`src/rtl/fms_pkg.sv`:
```
package fms_pkg;
    localparam int DATA_BYTES = 8;
    localparam int ERR_W      = 4;
    localparam int DUMMY_W    = 5;
    localparam int LEN_W      = $clog2(DATA_BYTES + 1);
    localparam int STEP_W     = 3;
    localparam int LAST_STEP  = 5;

    localparam logic [7:0] OP_RD_LANE = 8'h65;
    localparam logic [7:0] OP_WR_LANE = 8'h61;
    localparam logic [7:0] OP_RD_DUMY = 8'h85;
    localparam logic [7:0] OP_WR_DUMY = 8'h81;
    localparam logic [7:0] OP_WREN    = 8'h06;

    localparam logic [ERR_W-1:0] ST_BAD_ARG = '1;

    typedef enum logic [1:0] {
        LANE_SINGLE = 2'd0,
        LANE_DUAL   = 2'd1,
        LANE_QUAD   = 2'd2
    } lane_e;

    typedef enum logic [1:0] {
        PH_IDLE  = 2'd0,
        PH_ISSUE = 2'd1,
        PH_WAIT  = 2'd2
    } phase_e;

    typedef struct packed {
        phase_e               phase;
        logic [STEP_W-1:0]    step;
        logic [7:0]           rbuf;
        logic                 restore;
        logic [1:0]           fsel;
        lane_e                lane;
        logic [7:0]           rd_op;
        logic [DUMMY_W-1:0]   rd_dm;
        logic [7:0]           pg_op;
        logic [DUMMY_W-1:0]   pg_dm;
        logic                 inited;
        logic                 busy;
        logic                 done;
        logic [ERR_W-1:0]     status;
    } regs_t;
endpackage

```
`src/rtl/fms_profile.sv`:
```
module fms_profile
    import fms_pkg::*;
(
    input  logic               restore,
    input  logic [1:0]         fsel,
    output lane_e              lane_tgt,
    output logic [7:0]         rd_op,
    output logic [DUMMY_W-1:0] rd_dm,
    output logic [7:0]         pg_op,
    output logic [DUMMY_W-1:0] pg_dm,
    output logic [3:0]         field_dm
);
    always_comb begin
        lane_tgt = LANE_SINGLE;
        rd_op    = 8'h03;
        rd_dm    = '0;
        pg_op    = 8'h02;
        pg_dm    = '0;
        field_dm = 4'd0;
        if (restore) begin
            field_dm = 4'd8;
        end else begin
            case (fsel)
                2'd1: begin
                    rd_op    = 8'h0B;
                    rd_dm    = DUMMY_W'(8);
                    field_dm = 4'd8;
                end
                2'd2: begin
                    lane_tgt = LANE_QUAD;
                    rd_op    = 8'h6B;
                    rd_dm    = DUMMY_W'(10);
                    pg_op    = 8'h32;
                    field_dm = 4'd10;
                end
                default: ;
            endcase
        end
    end
endmodule

```
`src/rtl/fms_cmd_gen.sv`:
```
module fms_cmd_gen
    import fms_pkg::*;
(
    input  logic [STEP_W-1:0] step,
    input  lane_e             lane_tgt,
    input  logic [3:0]        field_dm,
    input  logic [7:0]        rbuf,
    output logic [7:0]        opcode,
    output logic              wr,
    output logic [LEN_W-1:0]  len,
    output logic [7:0]        wbyte
);
    logic [7:0] lane_byte;

    always_comb begin
        case (lane_tgt)
            LANE_DUAL: lane_byte = {2'b10, rbuf[5:0]};
            LANE_QUAD: lane_byte = {2'b01, rbuf[5:0]};
            default:   lane_byte = {2'b11, rbuf[5:0]};
        endcase
    end

    always_comb begin
        opcode = OP_WREN;
        wr     = 1'b1;
        len    = '0;
        wbyte  = '0;
        case (step)
            3'd0: begin opcode = OP_RD_LANE; wr = 1'b0; len = LEN_W'(1); end
            3'd2: begin opcode = OP_WR_LANE; len = LEN_W'(1); wbyte = lane_byte; end
            3'd3: begin opcode = OP_RD_DUMY; wr = 1'b0; len = LEN_W'(1); end
            3'd5: begin opcode = OP_WR_DUMY; len = LEN_W'(1); wbyte = {field_dm, rbuf[3:0]}; end
            default: ;
        endcase
    end
endmodule

```
`src/rtl/flash_mode_seq.sv`:
```
module flash_mode_seq
    import fms_pkg::*;
(
    input  logic                      clk,
    input  logic                      rst_n,
    input  logic                      req_valid,
    input  logic                      req_restore,
    input  logic [1:0]                req_state,
    output logic                      busy,
    output logic                      done,
    output logic [ERR_W-1:0]          status,
    output logic                      cmd_req,
    output logic [7:0]                cmd_opcode,
    output logic                      cmd_wr,
    output logic [2:0]                cmd_addr_bytes,
    output logic [DUMMY_W-1:0]        cmd_dummy,
    output logic [LEN_W-1:0]          cmd_len,
    output logic [8*DATA_BYTES-1:0]   cmd_wdata,
    input  logic                      cmd_done,
    input  logic [ERR_W-1:0]          cmd_err,
    input  logic [8*DATA_BYTES-1:0]   cmd_rdata,
    output logic [1:0]                host_lane,
    output logic [7:0]                rd_opcode,
    output logic [DUMMY_W-1:0]        rd_dummy,
    output logic [7:0]                pg_opcode,
    output logic [DUMMY_W-1:0]        pg_dummy,
    output logic                      inited
);
    regs_t q, d;

    lane_e              p_lane;
    logic [7:0]         p_rd_op, p_pg_op, wbyte;
    logic [DUMMY_W-1:0] p_rd_dm, p_pg_dm;
    logic [3:0]         p_field;

    // Only byte 0 of a register read is meaningful.
    logic unused_rdata_hi;
    assign unused_rdata_hi = ^cmd_rdata[8*DATA_BYTES-1:8];

    fms_profile u_profile (
        .restore  (q.restore),
        .fsel     (q.fsel),
        .lane_tgt (p_lane),
        .rd_op    (p_rd_op),
        .rd_dm    (p_rd_dm),
        .pg_op    (p_pg_op),
        .pg_dm    (p_pg_dm),
        .field_dm (p_field)
    );

    fms_cmd_gen u_cmd_gen (
        .step     (q.step),
        .lane_tgt (p_lane),
        .field_dm (p_field),
        .rbuf     (q.rbuf),
        .opcode   (cmd_opcode),
        .wr       (cmd_wr),
        .len      (cmd_len),
        .wbyte    (wbyte)
    );

    always_comb begin
        d      = q;
        d.done = 1'b0;
        case (q.phase)
            PH_IDLE: begin
                if (req_valid) begin
                    if (!req_restore && req_state == 2'd3) begin
                        d.done   = 1'b1;
                        d.status = ST_BAD_ARG;
                    end else begin
                        d.phase   = PH_ISSUE;
                        d.step    = '0;
                        d.restore = req_restore;
                        d.fsel    = req_state;
                        d.busy    = 1'b1;
                        d.status  = '0;
                    end
                end
            end
            PH_ISSUE: d.phase = PH_WAIT;
            PH_WAIT: begin
                if (cmd_done) begin
                    if (cmd_err != '0) begin
                        d.phase  = PH_IDLE;
                        d.busy   = 1'b0;
                        d.done   = 1'b1;
                        d.status = cmd_err;
                    end else begin
                        if (q.step == 3'd0 || q.step == 3'd3)
                            d.rbuf = cmd_rdata[7:0];
                        if (q.step == 3'd2)
                            d.lane = p_lane;
                        if (q.step == STEP_W'(LAST_STEP)) begin
                            d.phase  = PH_IDLE;
                            d.busy   = 1'b0;
                            d.done   = 1'b1;
                            d.inited = !q.restore;
                            d.rd_op  = q.restore ? '0 : p_rd_op;
                            d.rd_dm  = q.restore ? '0 : p_rd_dm;
                            d.pg_op  = q.restore ? '0 : p_pg_op;
                            d.pg_dm  = q.restore ? '0 : p_pg_dm;
                        end else begin
                            d.step  = q.step + 1'b1;
                            d.phase = PH_ISSUE;
                        end
                    end
                end
            end
            default: d.phase = PH_IDLE;
        endcase
    end

    always_ff @(posedge clk) begin
        if (!rst_n) begin
            q       <= '0;
            q.phase <= PH_IDLE;
            q.lane  <= LANE_SINGLE;
        end else begin
            q <= d;
        end
    end

    assign cmd_req        = (q.phase == PH_ISSUE);
    assign cmd_addr_bytes = '0;
    assign cmd_dummy      = '0;
    assign cmd_wdata      = {{(8*DATA_BYTES-8){1'b0}}, wbyte};
    assign busy      = q.busy;
    assign done      = q.done;
    assign status    = q.status;
    assign host_lane = q.lane;
    assign rd_opcode = q.rd_op;
    assign rd_dummy  = q.rd_dm;
    assign pg_opcode = q.pg_op;
    assign pg_dummy  = q.pg_dm;
    assign inited    = q.inited;

    // Last issued opcode, kept for the ordering check below.
    logic [7:0] prev_op_q;
    always_ff @(posedge clk) begin
        if (!rst_n)       prev_op_q <= '0;
        else if (cmd_req) prev_op_q <= cmd_opcode;
    end

    assert_reg_xfer_shape_R2: assert property (@(posedge clk) disable iff (!rst_n)
        cmd_req |-> (cmd_dummy == '0 && cmd_addr_bytes == '0 &&
                     cmd_len == ((cmd_opcode == OP_WREN) ? LEN_W'(0) : LEN_W'(1))));

    assert_wren_before_write_R2: assert property (@(posedge clk) disable iff (!rst_n)
        (cmd_req && (cmd_opcode == OP_WR_LANE || cmd_opcode == OP_WR_DUMY))
            |-> prev_op_q == OP_WREN);

    assert_lane_after_flash_R6: assert property (@(posedge clk) disable iff (!rst_n)
        !$stable(host_lane) |-> $past(cmd_done && cmd_opcode == OP_WR_LANE && cmd_err == '0));

    assert_done_pulse_R11: assert property (@(posedge clk) disable iff (!rst_n)
        done |=> !done);

    assert_busy_ends_with_done_R10: assert property (@(posedge clk) disable iff (!rst_n)
        $fell(busy) |-> done);

    assert_cmd_only_when_busy_R8: assert property (@(posedge clk) disable iff (!rst_n)
        cmd_req |-> busy);
endmodule

```
`config.mk`:
```
export PLATFORM = sky130hd
export DESIGN_NAME = flash_mode_seq
export DESIGN_NICKNAME = d
export VERILOG_FILES = /design/src/rtl/fms_pkg.sv /design/src/rtl/fms_profile.sv /design/src/rtl/fms_cmd_gen.sv /design/src/rtl/flash_mode_seq.sv
export SDC_FILE = /design/constraint.sdc
export NUM_CORES = 1
export LEC_CHECK = 0
export ABC_CLOCK_PERIOD_IN_PS = 2300
export BUFFER_PORTS_ARGS = -buffer_cell sky130_fd_sc_hd__buf_2
export CORE_MARGIN = 4
export CORE_UTILIZATION = 35
export DETAILED_ROUTE_END_ITERATION = 8
export PLACE_DENSITY_LB_ADDON = 0.15
export SYNTH_ARGS = -nofsm -noshare
export SYNTH_HDL_FRONTEND = slang
export SYNTH_SLANG_ARGS = --single-unit
```
`constraint.sdc`:
```
create_clock -name clk -period 2.3 [get_ports clk]
set_clock_uncertainty 0.15 [all_clocks]
set_input_delay 0.23 -clock clk [delete_from_list [all_inputs] [get_ports clk]]
set_output_delay 0.23 -clock clk [all_outputs]
set_load 0.03 [all_outputs]
```
Word level (Yosys, flattened, before mapping) --
Cells that the tools add are included.
Storage, ports and cells: flip-flop bits (word level) 46, input port bits 75, output and inout port bits 121, logic and storage cells 85
Operators by class: add/subtract/negate cells 1, equality and inequality tests 17, muxes and demuxes 34, bitwise gates (word level) 2, reductions and logical operators 18
Operators by type and width (number):
- $pmux W8 S2 | 2
- $pmux W8 S4 | 1
- $mux W29 | 1
- $mux W8 | 3
- $mux W6 | 3
- $pmux W4 S2 | 2
- $reduce_and A4 Y1 | 4
- $mux W5 | 3
- $pmux W7 S2 | 1
- $mux W13 | 1
- $mux W4 | 3
- $ne A2 B2 Y1 const B | 6
- $pmux W6 S2 | 1
- $mux W11 | 1
- $eq A2 B2 Y1 const B | 4
- $eq A2 B1 Y1 const B | 3
- $eq A3 B2 Y1 const B | 2
- $mux W1 | 6
- $mux W2 | 3
- $pmux W2 S3 | 1
- $pmux W3 S2 | 1
- $reduce_and A3 Y1 | 2
- $reduce_and A6 Y1 | 1
- $reduce_and A5 Y1 | 1
- 14 further kinds | 16

Longest topological paths before layout --
Gate-level depths: netlist (run 1).
word-level depth 7, gate-level depth with buffers 7, gate-level depth less buffers 7

By module --
From an unflattened synthesis (run 1), not the netlist that was laid out.
Second synthesis, totals: cells, all modules 396, area, all modules 3500.9 µm²
By module, submodules not included:
- flash_mode_seq | times used 1, cells an instance 329, area each 2990.4 µm², seq. area each 1021.0 µm²
- fms_profile | times used 1, cells an instance 36, area each 257.7 µm², seq. area each 0.0 µm²
- fms_cmd_gen | times used 1, cells an instance 31, area each 252.7 µm², seq. area each 0.0 µm²

Worst setup path after synthesis (run 1) --
No wires, ideal clock.
path kind reg-to-output, from reg q[47] in the netlist's numbering, to out cmd_opcode[2], arrival time 1.919 ns, required time 1.920 ns, path slack 0.001 ns, cell stages (with the launch flop) 7, buffers on the path 0, path through dfxtp_1 inv_1 ha_1 nand2_1 o21ai_0 or2_2 nand2_1
Between the ends: cells in the longest elaborated chain, start to end 2, elaborated cells between the ends (all ways) 5, those cells by class 3 x eq/ne; 1 x mux; 1 x reduce/logical
Ends and longest elaborated chain:
- start: declaration | RTL line flash_mode_seq.sv:29 | regs_t q, d;
- $eq A3 B3 Y1, or another cell as far along | RTL line fms_cmd_gen.sv:28 | case (step)
- $pmux W8 S4 (*) | RTL line fms_cmd_gen.sv:28
- end: declaration | RTL line flash_mode_seq.sv:13 | output logic [7:0] cmd_opcode,
Every way passes the cells marked *; elsewhere a longest branch is shown, timed or not.

Worst setup path in the final report (run 1) --
Ends and elaborated chain as after synthesis.

==> results.md, run 1 <==
- Outcome: complete, no violations
- Startpoint Class: flip-flop
- Core Footprint: 5510 um^2
- VDD IR-drop max: 0.000325 V
- Vias in the first global route: 1134
- Gate power share: 0.290
- Register area share after synthesis: 0.252
- Inst Count DP: 351
- Layout cell share with drive strength beyond 1: 0.232
- Fin nets: 367
- Non-filler cells in the finished layout: 357
- Via count: 1337
- Sw Ratio: 0.402
- CTS clk-pin slew, worst paths: 0.09 ns
- Largest cells by area after synthesis: buf_4 38%, dfxtp_1 25%, nor2b_1 4.7%, ha_1 3.8%, mux2i_1 3.0%
- Crit path DAT: 1.80 ns
- Final worst path period share: 0.946
- Finished Core Util: 0.357
- Clock Latency Late Sink: 0.27 ns
- Detailed-route DRC error count: 0
- Max cap viols: 0
- Largest net degree at the start of global routing: 28
- CTS hold repair buffers: 0
- Crit path max fanout: 6
- CTS H-tree lvls: 1
- # diodes: 0
- Die Span Y: 83.4 um
- Area Growth Syn to Fin: -1.13%
- Initial drt markers: 52
- Pwr Density: 524 nW/um^2
- DR WL/cell: 10.5 um
- Max clock buf depth: 2
- Final setup viols: 0
- TritonCTS clock tree: built
- Sequential share of power: 0.445
- Worst setup EP type: output pin
- Synth Instances: 245
- Gp weighted congestion: 0.787
- Clk network pwr share: 0.265
- Final min period: 2.18 ns
- Die area: 6950 um^2
- Worst EP required: 1.92 ns
- Chip Width: 83.4 um
- Synth cell types: 35
- Critical path class: reg2out
- Setup TNS: 0 ns
- FF+latch count, synth: 25
- Final hold vios: 0
- Post-Route WL: 3.76 mm
- Num ports: 196
- First-pass GRT wire length: 5.53 mm
- Internal: 616 uW
- RSZ-0062 raised after global routing: no
- Routed Antenna Nets: 0
- Row cnt: 27
- First-pass DRT Iterations: 4
- Biggest area consumer among synthesized cells: buf_4
- GRT Overall Usage: 0.0970
- Root Buffer: clkbuf_8
- Synth top area share: 0.385
- Initial antenna violation count: 0
- PortBufs: 51
- Initial core utilization: 0.361
- Static leakage: 1.07 nW
- Number of buffers created by CTS: 3
- Post-Syn Area per Cell: 8.12 um^2
- NetSw: 415 uW
- # clock sinks: 25
- Via/cell ratio: 3.75
- Achievable Freq: 460 MHz
- Slew Viols, Final: 0
- DPL Wire Length: 3.03 mm
- Total gr overflow: 0
- Hold crit path type: in2reg
- Yosys warns: 0
- Cell area after synthesis: 1990 um^2
==> cells by family after synthesis <==
group / synth area share
buf+inv: 0.408
mux: 0.0302
compound gates: 0.109
flops: 0.252
fa+ha+maj: 0.0377
other cells: 0.00188
simple gates: 0.162
==> placed cells by master, fill, tap and decap left out, types with 3 or more instances in the layout <==
cell,Yosys,final
clkbuf_8,0,3
nor2_1,9,9
buf_4,102,6
ha_1,6,6
conb_1,1,86
nor2b_1,15,15
inv_1,8,8
mux2i_1,6,6
o21ai_0,11,11
nand2b_1,3,3
nand2_1,14,13
buf_2,0,51
a21oi_1,10,10
dfxtp_1,25,24
==> cells in the mapped netlist <==
master	number
buf_4	102
dfxtp_1	25
nor2b_1	15
nand2_1	14
o21ai_0	11
a21oi_1	10
nor2_1	9
inv_1	8
ha_1	6
mux2i_1	6
clkbuf_1	4
nand2b_1	3
a21boi_0	2
a22oi_1	2
nand3b_1	2
nor3b_1	2
nor4_1	2
o211a_1	2
o21a_1	2
o22ai_1	2
or3_1	2
a21boi_1	1
and2_1	1
and3_1	1
and3b_1	1
conb_1	1
nand3_1	1
nor3_1	1
o211ai_1	1
o221ai_1	1
o32a_1	1
or2_2	1
or3_4	1
or3b_2	1
or4_4	1
==> stage by stage <==
step           instance area (um^2)  worst slack [ns]  total power [mW]  hold slack (ns)
2_1_floorplan                  2310           0.00125             0.844            0.236
5_1_grt                        1970            0.0208              1.09           0.0810
4_1_cts                        1950            0.0567              1.04           0.0588
6_report                       1970             0.125              1.03           0.0581
3_5_place_dp                   1900             0.280             0.764            0.310
3_3_place_gp                   1900             0.291             0.765            0.308
==> metal layers <==
layer  track usage  up-vias  share of wire
met4        0.0208        0         0.0037
li1              -      692              -
met3        0.0417        2           0.12
met1         0.124      566           0.44
met2         0.151       77           0.44
met5             0        -              0
==> final cells by class <==
class / instances / area [um^2]
flip-flops and latches: 25 / 502
inverters: 8 / 30.0
multi-input cells: 191 / 1000
clock buffers: 4 / 45.0
fillers: 628 / 3540
repair buffers: 57 / 300
well taps: 72 / 90.1
==> registers in the layout (all words and copies together) (netlist names) <==
| register | cells |
|---|---|
| busy | 1 |
| done | 1 |
| host_lane | 1 |
| pg_opcode | 1 |
| q | 14 |
| rd_opcode | 3 |
| status | 4 |
==> repair_timing <==
item / 4_1_cts / 5_1_grt
resized for setup: 1 / 1
endpoints found under the setup margin: 2 / 4
cloned: 0 / 0
buffers inserted: 0 / 2
==> power by group through the flow <==
stage	clock network [mW]	registers [mW]	logic, mW
after floorplan	0	0.471	0.373
after global placement	0	0.469	0.296
after detailed placement	0	0.469	0.295
after CTS	0.284	0.459	0.296
after global routing	0.305	0.462	0.319
final	0.273	0.459	0.299
==> worst max-delay path: stages, from the launching register on <==
cell     delay (ns)
dfxtp_1        0.39
inv_1          0.08
ha_1           0.24
nand2_2        0.14
o21ai_0        0.12
or2_2          0.31
nand2_1        0.06
buf_2          0.18
==> path summary, 6_finish.rpt <==
kind	cells after the start	endpoint	startpoint	slack (ns)
worst max register to register	6	rd_opcode[3]	q[47]	0.41
worst max-delay path	7	cmd_opcode[2]	q[47]	0.12
worst min register to register	2	q[35]	q[35]	0.32
worst min-delay path	3	q[39]	cmd_rdata[1]	0.06
Note: power is estimated with default switching activity, not from simulation.
==> run 2, diff against run 1 <==
==> constraint.sdc (replaced) <==
create_clock -name clk -period 2.3 [get_ports clk]
set_clock_uncertainty 0.15 [all_clocks]
set_input_delay 0.345 -clock clk [delete_from_list [all_inputs] [get_ports clk]]
set_output_delay 0.345 -clock clk [all_outputs]
set_load 0.03 [all_outputs]
==> run 2 against run 1 <==
Net effect:
- die area unchanged
- cell count is the same
- first-iteration DRC count is 35% lower
- highest routed layer is now met3
==> results.md, run 2 (synthesis results as in run 1) <==
- Finished Core Util: 0.360
- Metal2 WL: 1.73 mm
- Total Power: 1.02 mW
- CTS clk-pin slew, worst paths: 0.09 ns
- # clock sinks: 25
- Largest net degree at the start of global routing: 28
- Chip Width: 83.4 um
- Initial antenna violation count: 0
- Crit-path max cell delay: 0.36 ns
- DP Worst Slack: 0.194 ns
- Outcome: complete, no violations
- Startpoint Class: flip-flop
- Number of buffers created by CTS: 3
- Die area: 6950 um^2
- GRT Overall Usage: 0.0973
- Final setup viols: 0
- Worst setup path end: cmd_opcode[2]
- Sw Ratio: 0.398
- WP depth: 7
- Final hold vios: 0
- Area Growth Syn to Fin: -0.315%
- VDD IR-drop max: 0.000307 V
- Crit path DAT: 1.68 ns
- Flip-flop count of the largest register after layout: 14
- CTS H-tree lvls: 1
- Final worst path period share: 0.947
- Setup TNS: 0 ns
- Routed Antenna Nets: 0
- PortBufs: 51
- Slew Viols, Final: 0
- Crit path cell chain: inv_1 > ha_1 > nand2_2 > o21ai_1 > or2_2 > nand2_1 > buf_2
- Pwr Density: 516 nW/um^2
- Worst setup startpoint: q[47]
- Hold crit path type: in2reg
- Worst setup EP type: output pin
- Commonest non-fill, non-tap cell in the layout: conb_1
- Design area: 1980 um^2
- Crit path max fanout: 4
- NetSw: 408 uW
- Layout cell share with drive strength beyond 1: 0.246
- Row cnt: 27
- Clk network pwr share: 0.259
- Core Footprint: 5510 um^2
- # diodes: 0
- Critical R2R Capture: rd_opcode[3]
- Storage cell area: 503 um^2
- Detailed-route DRC error count: 0
- Post-Route WL: 3.74 mm
- Wl on met1: 1.63 mm
- Multi-input logic area: 1010 um^2
- Static leakage: 1.07 nW
- Crit path max-delay family: simple AND/OR/NAND/NOR gates
- R2R Setup Slk: 0.29 ns
- Gate power share: 0.293
- Highest routed layer: met3
- Worst R2R Path Depth: 7
- First-pass DRT Iterations: 4
- CTS hold repair buffers: 0
- Max cap viols: 0
- Worst min-delay path startpoint: cmd_rdata[0]
- Final min period: 2.18 ns
- DPL Wire Length: 3.05 mm
- Internal: 616 uW
- Initial core utilization: 0.361
- Top reg by flops: q
- DR WL/cell: 10.5 um
- Total gr overflow: 0
- Clock Latency Late Sink: 0.27 ns
- Crit path setup slack, layout: 0.121 ns
- Root Buffer: clkbuf_8
- Critical path class: reg2out
- Achievable Freq: 459 MHz
- Met3 routed WL: 383 um
- TritonCTS clock tree: built
- Placed cell area: 1910 um^2
- Die Span Y: 83.4 um
- Slowest CP cell: dfxtp_2
- Max clock buf depth: 2
- Via count: 1392
- Worst R2R Start: q[47]
- Gp weighted congestion: 0.758
- Vias in the first global route: 1194
- Fill cell count: 635
- Fin nets: 367
- Via/cell ratio: 3.90
- Worst EP required: 1.80 ns
- First-pass GRT wire length: 5.64 mm
- Sequential share of power: 0.448
- Initial drt markers: 34
- RSZ-0062 raised after global routing: no
- Num ports: 196
- Most frequent cells in the layout: 86 x conb_1, 50 x buf_2, 23 x dfxtp_1
- CP Buf/Inv Count: 2
run 2: cell counts in the layout (fill, tap and decap cells not counted):
Identical to the previous run, type by type.
run 2: final cells by class:
| type | count | area share |
|---|---|---|
| well taps | 72 | 0.0454 |
| repair buffers | 57 | 0.153 |
| inverters | 8 | 0.0151 |
| clock buffers | 4 | 0.0227 |
| multi-input cells | 191 | 0.510 |
| flip-flops and latches | 25 | 0.254 |
run 2: worst min-delay path by stage:
stage | endpoint | slack [ns] | cells after the start
5_1_grt | q[39] | 0.18 | 3
3_3_place_gp | q[35] | 0.31 | 2
3_5_place_dp | rd_opcode[3] | 0.32 | 2
2_1_floorplan | q[35] | 0.29 | 2
4_1_cts | q[42] | 0.18 | 3
6_report | q[38] | 0.18 | 3
run 2: power groups by stage:
stage                     Combinational, mW  Sequential (mW)  Clock (mW)
after detailed placement              0.296            0.469           0
final                                 0.300            0.459       0.265
after floorplan                       0.373            0.471           0
after global placement                0.295            0.469           0
after CTS                             0.296            0.459       0.279
after global routing                  0.322            0.461       0.290
run 2: timing repair:
action	4_1_cts	5_1_grt
resized for setup	2	6
setup endpoints to repair	3	8
setup buffers	0	1
run 2: worst reg2reg max path: cells and delay by family, from the launching register on:
| kind | cells | cell delay (ns) |
|---|---|---|
| adders and majority gates | 1 | 0.25 |
| buffers and inverters | 2 | 0.25 |
| DFF | 1 | 0.35 |
| AOI/OAI and AO/OA | 1 | 0.14 |
| and+or+nand+nor | 3 | 0.82 |
run 2: per-stage QoR:
step,instances,hold slack [ns]
5_1_grt,357,0.182
2_1_floorplan,330,0.285
6_report,357,0.176
3_5_place_dp,352,0.317
4_1_cts,356,0.176
3_3_place_gp,352,0.308
run 2: layer usage:
| layer | global-route usage | up-vias |
|---|---|---|
| li1 | - | 690 |
| met1 | 0.124 | 628 |
| met2 | 0.160 | 74 |
| met3 | 0.0357 | 0 |
| met4 | 0.0134 | 0 |
| met5 | 0 | - |
==> run 3, diff against run 2 <==
--- a/config.mk
+++ b/config.mk
@@ -5,12 +5,13 @@
 export SDC_FILE = /design/constraint.sdc
 export NUM_CORES = 1
 export LEC_CHECK = 0
+export ABC_AREA = 1
 export ABC_CLOCK_PERIOD_IN_PS = 2300
 export BUFFER_PORTS_ARGS = -buffer_cell sky130_fd_sc_hd__buf_2
 export CORE_MARGIN = 4
 export CORE_UTILIZATION = 35
 export DETAILED_ROUTE_END_ITERATION = 8
-export PLACE_DENSITY_LB_ADDON = 0.15
+export PLACE_DENSITY_LB_ADDON = 0.08
 export SYNTH_ARGS = -nofsm -noshare
 export SYNTH_HDL_FRONTEND = slang
 export SYNTH_SLANG_ARGS = --single-unit
==> run 3 against run 2 <==
Net effect:
- clock power increased by 6%
- critical endpoint unchanged
- count of clock-buffer cells in the layout decreased by 1
- via count increased by 4.4%
- worst setup slack improved by 0.046 ns
- cell count increased by 11%
- die area increased by 1.7%
- combinational power increased by 60%
- highest routed layer is now met4
==> results.md, run 3 <==
- Largest cells by area after synthesis: buf_4 38%, dfxtp_1 25%, nor2_1 7.4%, nand2_1 7.2%, inv_1 4.6%
- Startpoint Class: flip-flop
- Count leader, synth: buf_4
- Via/cell ratio: 3.67
- Critical path class: reg2out
- Core Footprint: 5570 um^2
- CTS clk-pin slew, worst paths: 0.10 ns
- PortBufs: 51
- Largest net degree at the start of global routing: 16
- Number of buffers created by CTS: 3
- Flip-flop count of the largest register after layout: 14
- Setup TNS: 0 ns
- # clock sinks: 25
- Final min period: 2.13 ns
- Fill cell count: 659
- Initial core utilization: 0.364
- Area Growth Syn to Fin: -1.67%
- Most frequent cells in the layout: 86 x conb_1, 51 x buf_2, 39 x nor2_1
- RSZ-0062 raised after global routing: no
- Layout cell share with drive strength beyond 1: 0.213
- DP Worst Slack: 0.388 ns
- Crit path setup slack, layout: 0.167 ns
- Worst hold path depth: 3
- Vias in the first global route: 1237
- Die Span Y: 84.1 um
- Synth Instances: 286
- Final hold vios: 0
- Detailed-route DRC error count: 0
- First-pass GRT wire length: 5.59 mm
- Register area share after synthesis: 0.247
- Post-synthesis simple-gate area fraction: 0.213
- Top reg by flops: q
- Commonest non-fill, non-tap cell in the layout: conb_1
- DPL Wire Length: 3.11 mm
- Die area: 7070 um^2
- Row cnt: 27
- Initial antenna violation count: 0
- VDD IR-drop max: 0.000263 V
- Ys async rst share: 0
- Top cells by count, synth: 102 x buf_4, 40 x nor2_1, 39 x nand2_1, 25 x dfxtp_1, 25 x inv_1
- Outcome: complete, no violations
- Synth cell types: 21
- Routed Antenna Nets: 0
- Post-Synth XOR/XNOR Area: 0
- Initial drt markers: 23
- Mux cell area share after synthesis: 0
- Root Buffer: clkbuf_8
- Final setup viols: 0
- # Post-CTS Setup Buffers: 0
- Total gr overflow: 0
- Post-Syn Area per Cell: 7.09 um^2
- Design area: 1990 um^2
- Cell area after synthesis: 2030 um^2
- Chip Width: 84.1 um
- Biggest area consumer among synthesized cells: buf_4
- Crit path DAT: 1.64 ns
- Static leakage: 1.15 nW
- Max cap viols: 0
- Placed cell area: 1940 um^2
- Hold crit path type: in2reg
- First-pass DRT Iterations: 4
- Worst EP required: 1.80 ns
- Achievable Freq: 469 MHz
- Fin nets: 406
- Post-Route WL: 3.81 mm
- Synth top area share: 0.378
- TritonCTS clock tree: built
- # diodes: 0
- CTS H-tree lvls: 1
- Gp weighted congestion: 0.739
- Synth Area in Adders: 0.0370
- Clock Latency Late Sink: 0.27 ns
- Worst setup EP type: output pin
- Compound-Gate Fraction of Synth Area: 0.0710
- Worst R2R Path Depth: 8
- Via count: 1453
- Combinational family with the most area after synthesis: buffers and inverters
- Num ports: 196
- Post-synth EDFFs: 0
- Dominant synthesized flop cell: dfxtp_1
- Pwr Density: 618 nW/um^2
- Crit path max fanout: 4
- Final worst path period share: 0.927
- FF+latch count, synth: 25
- Max clock buf depth: 2
- Yosys warns: 0
- GRT Overall Usage: 0.0941
- DR WL/cell: 9.62 um
- Slew Viols, Final: 0
==> run 3: cell count changes after synthesis, moves of 3 or more <==
cell      before  now
a21oi_1       10   13
nand3_1        1    9
nand2b_1       3    0
nor2b_1       15    0
nand2_1       14   39
nor2_1         9   40
inv_1          8   25
mux2i_1        6    0
==> run 3: power by group <==
| part | leakage (nW) | internal [mW] | total [mW] | switching [mW] |
|---|---|---|---|---|
| logic | 0.928 | 0.0900 | 0.479 | 0.389 |
| clock network | 0.0217 | 0.123 | 0.281 | 0.158 |
| registers | 0.204 | 0.453 | 0.470 | 0.0171 |
==> run 3: path summary, 6_finish.rpt <==
kind	slack, ns	startpoint	endpoint
max	0.17	q[47]	cmd_opcode[2]
min	0.16	cmd_rdata[0]	q[38]
max reg2reg	0.69	q[46]	q[43]
min reg2reg	0.33	q[35]	q[35]
==> run 3: critical path, cell delays in order (launching register included) <==
cell	delay [ns]
dfxtp_1	0.39
inv_1	0.08
ha_1	0.19
nand2_2	0.11
buf_4	0.12
nand2_1	0.09
nor2_4	0.09
inv_1	0.05
nand2_1	0.04
buf_2	0.19
==> run 3: repair_timing <==
action | 4_1_cts | 5_1_grt
setup endpoints to repair | 0 | 6
resized for setup | 0 | 2
hold buffers | 0 | 0
==> run 3: per-layer routing <==
metal	global-route usage	routed length, um	vias to the layer above
li1	-	-	767
met1	0.119	1650	601
met2	0.159	1720	83
met3	0.0306	420	2
met4	0.0132	15	0
met5	0	0	-
==> run 3: cells by family (layout without fill, tap and decap cells) <==
group | Yosys count | count (layout)
buffers and inverters | 130 | 83
AND/OR/NAND/NOR | 98 | 98
AO/OA/AOI/OAI | 26 | 26
adder cells (fa/ha/maj) | 6 | 6
other | 1 | 86
flip-flops | 25 | 25
==> run 3: cell type report <==
class / count / area [um^2] / area share
tap: 72 / 90.1 / 0.0452
clock inverter: 1 / 7.51 / 0.00377
timing repair buffer: 53 / 270 / 0.136
sequential: 25 / 502 / 0.252
clock buffer: 3 / 41.3 / 0.0207
multi-input combinational: 216 / 983 / 0.493
inverter: 26 / 98.8 / 0.0496
==> run 3: metrics by stage <==
stage,util,hold slack (ns),std cells,total power [mW]
final,0.358,0.160,396,1.23
after global placement,0.348,0.310,392,0.960
after CTS,0.357,0.152,396,1.25
after detailed placement,0.348,0.315,392,0.958
after global routing,0.358,0.172,396,1.31
after floorplan,-,0.289,371,0.992
